File: src/rtl/lp_handshake_pkg.sv
package lp_handshake_pkg;
  localparam int STATE_W = 3;

  typedef enum logic [STATE_W-1:0] {
    ST_RUN        = 3'd0,
    ST_NAP_PEND   = 3'd1,
    ST_NAP        = 3'd2,
    ST_SLEEP_PEND = 3'd3,
    ST_SLEEP      = 3'd4,
    ST_WAKE       = 3'd5
  } pwrState_e;

  // strobes from control to datapath
  typedef struct packed {
    logic ackSet;
    logic ackClr;
    logic pmClr;
  } dpStrobe_t;

  typedef struct packed {
    logic sleepSel;
    logic req1WakeEn;
    logic nmiWakeEn;
    logic noForcedRun;
    logic lpRefEn;
    logic selfRefEn;
  } pmCfg_t;
endpackage

File: src/rtl/lp_hs_control.sv
module lp_hs_control
  import lp_handshake_pkg::*;
(
  input  logic      clk,
  input  logic      rstN,
  input  pmCfg_t    cfg,
  input  logic      quiesceReq,
  input  logic      haltReq,
  input  logic      busReq0,
  input  logic      busReq1,
  input  logic      nmi,
  input  logic      bridgeIdle,
  input  logic      ackHeld,
  input  logic      pmBit,
  output pwrState_e state,
  output dpStrobe_t strobe
);
  pwrState_e stateNext;
  logic lpReq;
  logic wakeEv;

  assign lpReq  = quiesceReq | haltReq;
  assign wakeEv = busReq0 | (busReq1 & cfg.req1WakeEn) | (nmi & cfg.nmiWakeEn);

  always_comb begin
    stateNext = state;
    strobe    = '0;
    unique case (state)
      ST_RUN: begin
        if (pmBit && lpReq) stateNext = cfg.sleepSel ? ST_SLEEP_PEND : ST_NAP_PEND;
      end
      ST_NAP_PEND, ST_SLEEP_PEND: begin
        if (wakeEv || !lpReq) begin
          stateNext     = ST_WAKE;
          strobe.ackClr = 1'b1;
        end else if (ackHeld) begin
          stateNext     = (state == ST_NAP_PEND) ? ST_NAP : ST_SLEEP;
          strobe.ackClr = 1'b1;
        end else if (bridgeIdle) begin
          strobe.ackSet = 1'b1;
        end
      end
      ST_NAP: begin
        if (wakeEv || !lpReq) stateNext = ST_WAKE;
      end
      ST_SLEEP: begin
        if (wakeEv) begin
          stateNext    = ST_WAKE;
          strobe.pmClr = 1'b1;
        end
      end
      ST_WAKE: stateNext = ST_RUN;
      default: stateNext = ST_RUN;
    endcase
  end

  always_ff @(posedge clk or negedge rstN) begin
    if (!rstN) state <= ST_RUN;
    else       state <= stateNext;
  end
endmodule

File: src/rtl/lp_hs_datapath.sv
module lp_hs_datapath
  import lp_handshake_pkg::*;
(
  input  logic      clk,
  input  logic      rstN,
  input  pmCfg_t    cfg,
  input  pwrState_e state,
  input  dpStrobe_t strobe,
  input  logic      pmSetReq,
  input  logic      snoopNeeded,
  output logic      ackHeld,
  output logic      pmBit,
  output logic      ackRun,
  output logic      refreshCbr,
  output logic      refreshSelf
);
  logic inNap;
  logic inSleep;

  assign inNap   = (state == ST_NAP);
  assign inSleep = (state == ST_SLEEP);

  always_ff @(posedge clk or negedge rstN) begin
    if (!rstN) begin
      ackHeld <= 1'b0;
      pmBit   <= 1'b0;
    end else begin
      if (strobe.ackClr)      ackHeld <= 1'b0;
      else if (strobe.ackSet) ackHeld <= 1'b1;
      if (strobe.pmClr)       pmBit   <= 1'b0;
      else if (pmSetReq)      pmBit   <= 1'b1;
    end
  end

  assign ackRun      = ackHeld | (inNap & snoopNeeded & ~cfg.noForcedRun);
  assign refreshCbr  = inSleep & cfg.lpRefEn & ~cfg.selfRefEn;
  assign refreshSelf = inSleep & cfg.lpRefEn & cfg.selfRefEn;
endmodule

File: src/rtl/lp_handshake_ctrl.sv
module lp_handshake_ctrl
  import lp_handshake_pkg::*;
(
  input  logic               clk,
  input  logic               rstN,
  input  logic               quiesceReq,
  input  logic               haltReq,
  input  logic               busReq0,
  input  logic               busReq1,
  input  logic               nmi,
  input  logic               bridgeIdle,
  input  logic               snoopNeeded,
  input  logic               pmSetReq,
  input  logic               cfgSleepSel,
  input  logic               cfgReq1WakeEn,
  input  logic               cfgNmiWakeEn,
  input  logic               cfgNoForcedRun,
  input  logic               cfgLpRefEn,
  input  logic               cfgSelfRefEn,
  output logic               ackRun,
  output logic [STATE_W-1:0] pwrState,
  output logic               pmBit,
  output logic               refreshCbr,
  output logic               refreshSelf
);
  pmCfg_t    cfg;
  pwrState_e state;
  dpStrobe_t strobe;
  logic      ackHeld;

  assign cfg = '{sleepSel: cfgSleepSel, req1WakeEn: cfgReq1WakeEn,
                 nmiWakeEn: cfgNmiWakeEn, noForcedRun: cfgNoForcedRun,
                 lpRefEn: cfgLpRefEn, selfRefEn: cfgSelfRefEn};

  lp_hs_control u_control (
    .clk(clk), .rstN(rstN), .cfg(cfg),
    .quiesceReq(quiesceReq), .haltReq(haltReq),
    .busReq0(busReq0), .busReq1(busReq1), .nmi(nmi),
    .bridgeIdle(bridgeIdle), .ackHeld(ackHeld), .pmBit(pmBit),
    .state(state), .strobe(strobe)
  );

  lp_hs_datapath u_datapath (
    .clk(clk), .rstN(rstN), .cfg(cfg), .state(state), .strobe(strobe),
    .pmSetReq(pmSetReq), .snoopNeeded(snoopNeeded),
    .ackHeld(ackHeld), .pmBit(pmBit), .ackRun(ackRun),
    .refreshCbr(refreshCbr), .refreshSelf(refreshSelf)
  );

  assign pwrState = state;
endmodule

File: config.mk
export PLATFORM = sky130hd
export DESIGN_NAME = lp_handshake_ctrl
export DESIGN_NICKNAME = d
export VERILOG_FILES = /design/src/rtl/lp_handshake_pkg.sv /design/src/rtl/lp_hs_control.sv /design/src/rtl/lp_hs_datapath.sv /design/src/rtl/lp_handshake_ctrl.sv
export SDC_FILE = /design/constraint.sdc
export NUM_CORES = 1
export LEC_CHECK = 0
export CAP_MARGIN = 15
export CORE_AREA = 2 2 39 41
export CTS_BUF_LIST = sky130_fd_sc_hd__clkbuf_8 sky130_fd_sc_hd__clkbuf_16
export DETAILED_ROUTE_END_ITERATION = 8
export DIE_AREA = 0 0 41 43
export GPL_ROUTABILITY_DRIVEN = 0
export GPL_TIMING_DRIVEN = 1
export PLACE_DENSITY_LB_ADDON = 0.15
export SYNTH_ARGS = -nofsm -noshare
export SYNTH_HDL_FRONTEND = slang
export SYNTH_SLANG_ARGS = --single-unit
File: constraint.sdc
create_clock -name clk -period 1.9 [get_ports clk]
set_clock_uncertainty 0.2 [all_clocks]
set_input_delay 0.38 -clock clk [delete_from_list [all_inputs] [get_ports clk]]
set_output_delay 0.38 -clock clk [all_outputs]
set_load 0.005 [all_outputs]
==> results.md, run 1 <==
* Site Rows at 14
* Total Routing Usage GR at 0.1121
* Final hold slack at 0.1919 ns
* NumNets Final at 84
* CP cell instances: buf_6 -> clkdlybuf4s50_1
* Synth cell types at 21
* Port Buf Inserts at 22
* FF-to-FF Start: u_control.state[1]$_DFFE_PN0P_
* Slowest cell on the critical path: clkdlybuf4s50_1
* CTS tree: built
* Clock Pin Slew Worst Setup and Hold Paths at 0.03 ns
* Post-CTS Setup Inserts at 0
* Num CTS Buffers at 3
* Drt first pass iters at 4
* Largest stage delay on the critical path at 0.49 ns
* Largest net degree at the start of global routing at 8
* Post-route DRC violation count at 0
* First-pass GRT wire length at 1.393 mm
* Mapped Cells at 35
* Net Count, Synth at 51
* Final worst setup slack at 0.05381 ns
* Share of layout cells above drive strength 1 at 0.2687
* Worst R2R Setup Slack at 0.30 ns
* Io pins at 23
* Flops & latches, synth at 5
* Crit path arrival time at 1.27 ns
* DR iter-0 viols at 7
* Most used DFF post-synth: dfrtp_1
* Setup crit start kind: register
* Hpwl dp at 746.4 um
* Final Max Slew Viols at 0
* Number of diodes at 0
* YS warnings at 0
* Post-DP Area at 623.1 um^2
* Fmax at 0.5417 GHz
* Fin crit share at 0.9717
* Worst Tran Pin Value at 0.3819 ns
* Tightest Hold Check Type: primary input to asynchronous set/reset pin
* Drt wl/cell at 10.72 um
* Final Critical Period at 1.846 ns
* DP Worst Slack at -0.3371 ns
* Max cap viols at 0
* Kind of cell adding the most delay to the critical path: buffers and inverters
* Critical Path Stages at 2
* Pwr dens at 1198 nW/um^2
* Unrepaired setup endpoints after global routing: no
* Capturing element type of the critical path: output pin
* Worst setup path class: register to output pin
* VDD IR-drop max at 0.0004752 V
* Design Area, Final at 684.4 um^2
* DRT antenna net count at 0
* Share of flip-flops with an asynchronous set or reset at 1.000
* Post-route setup TNS at 0 ns
* GRT overflow at 0
* Clk root buf: clkbuf_8
* Number of enable flip-flop cells after synthesis at 0
* Worst Setup EP: pwrState[1]
* Register area share after synthesis at 0.3704
* Height of the die at 43 um
* Final setup violation count at 0
* Area grow syn2layout at 102.6%
* DIE AREA at 1763 um^2
* R2R Path End: u_control.state[1]$_DFFE_PN0P_
* Vias/cell at 4.723
* H-tree depth at 1
* Hold Vio Cnt, Final at 0
* Setup crit start: u_control.state[1]$_DFFE_PN0P_
* Total power draw at 0.8199 mW
* Initial antenna violation count at 0
* Final wirelength at 890 um
* Required @ worst endpoint at 1.32 ns
* Syn Std Cell Area at 337.8 um^2
* Vias in the first global route at 372
* Vias at 392
* Outcome: completed
* WP buf/inv at 2
* Chip Width at 41 um
* LEAKAGE at 0.2912 nW
* Rel. slew slack at 0.7444
* Synthesized area per cell at 9.652 um^2
* Clock buffer depth at 2
* CP Max Fanout at 4
* Initial core utilization at 0.2441
* FF-to-FF path depth at 4
* TritonCTS Sinks at 5
* Worst-skew pair later-pin latency at 0.21 ns
* CORE AREA at 1384 um^2
## through the flow
step                      cells    util
after floorplan              35       -
after global placement       79  0.4503
after detailed placement     79  0.4503
after CTS                    83  0.4946
after global routing         83  0.4946
final                        83  0.4946
## how the worst min path moves through the flow
stage                     depth (start not counted)                        endpoint                         start  slack (ns)
after global routing                              1  u_control.state[2]$_DFFE_PN0P_                          rstN        0.20
after global placement                            1    u_datapath.pmBit$_DFFE_PN0P_  u_datapath.pmBit$_DFFE_PN0P_        0.39
after detailed placement                          1    u_datapath.pmBit$_DFFE_PN0P_  u_datapath.pmBit$_DFFE_PN0P_        0.39
final                                             1  u_control.state[1]$_DFFE_PN0P_                          rstN        0.19
after floorplan                                   0  u_control.state[0]$_DFFE_PN0P_                          rstN       -0.12
after CTS                                         1  u_control.state[1]$_DFFE_PN0P_                          rstN        0.19
## registers in the layout (all words and copies together), names as in the netlist
signal	count
u_control.state	3
u_datapath.ackHeld	1
u_datapath.pmBit	1
## area by class of cell
type                            instances  area [um^2]
Clock buffer                            3        41.29
Clock inverter                          1        3.754
Fill cell                             144        699.4
Inverter                                2        7.507
Multi-Input combinational cell         28        224.0
Sequential cell                         5        126.4
Tap cell                               16        20.02
Timing Repair Buffer                   28        261.5
## power by group
part	internal, mW	total (mW)	switching [mW]
clock	0.138	0.184	0.0460
combinational	0.267	0.433	0.167
sequential	0.155	0.203	0.0478
total	0.559	0.820	0.260
## cells in the mapped netlist (2+ instances only)
cell type / number / share of area
nor2_1: 6 / 0.067
dfrtp_1: 5 / 0.37
a211oi_1: 2 / 0.044
inv_1: 2 / 0.022
nand2_1: 2 / 0.022
nand2b_1: 2 / 0.037
o21ai_0: 2 / 0.030
## layout by cell type, fill, tap and decap left out, types with 2 or more instances in the layout
master            n
nor2_1            5
dlygate4sd2_1     2
buf_4             5
a211oi_1          2
o21ai_0           2
clkbuf_8          3
dfrtp_1           4
inv_1             3
nand2_1           2
clkdlybuf4s50_1  19
## timing repair
action | CTS | global route
hold buffers | 0 | 0
endpoints found under the setup margin | 3 | 3
cloned | 0 | 0
resized for setup | 8 | 3
pin swaps | 2 | 0
## cell families after synthesis
group | Yosys count | synth area share
compound gates | 12 | 0.3111
simple gates | 15 | 0.2667
buf+inv | 2 | 0.02223
mux | 1 | 0.02963
flops | 5 | 0.3704
## metal layers
metal  GRT usage  part of all wire  up-vias  routed length [um]
met3     0.05236             0.089        0                  79
met1      0.1246              0.42      176                 377
li1            -                 -      201                   -
met2      0.1875              0.49       15                 434
met4     0.02000                 0        0                   0
met5           0                 0        -                   0
Power figures use the tool's default switching activity.
==> run 2, diff against run 1 <==
--- a/config.mk
+++ b/config.mk
@@ -5,7 +5,7 @@
 export SDC_FILE = /design/constraint.sdc
 export NUM_CORES = 1
 export LEC_CHECK = 0
-export CAP_MARGIN = 15
+export CAP_MARGIN = 5
 export CORE_AREA = 2 2 39 41
 export CTS_BUF_LIST = sky130_fd_sc_hd__clkbuf_8 sky130_fd_sc_hd__clkbuf_16
 export DETAILED_ROUTE_END_ITERATION = 8
==> results of run 2 <==
The final DEF is identical to that of run 1; final timing and power are the same.
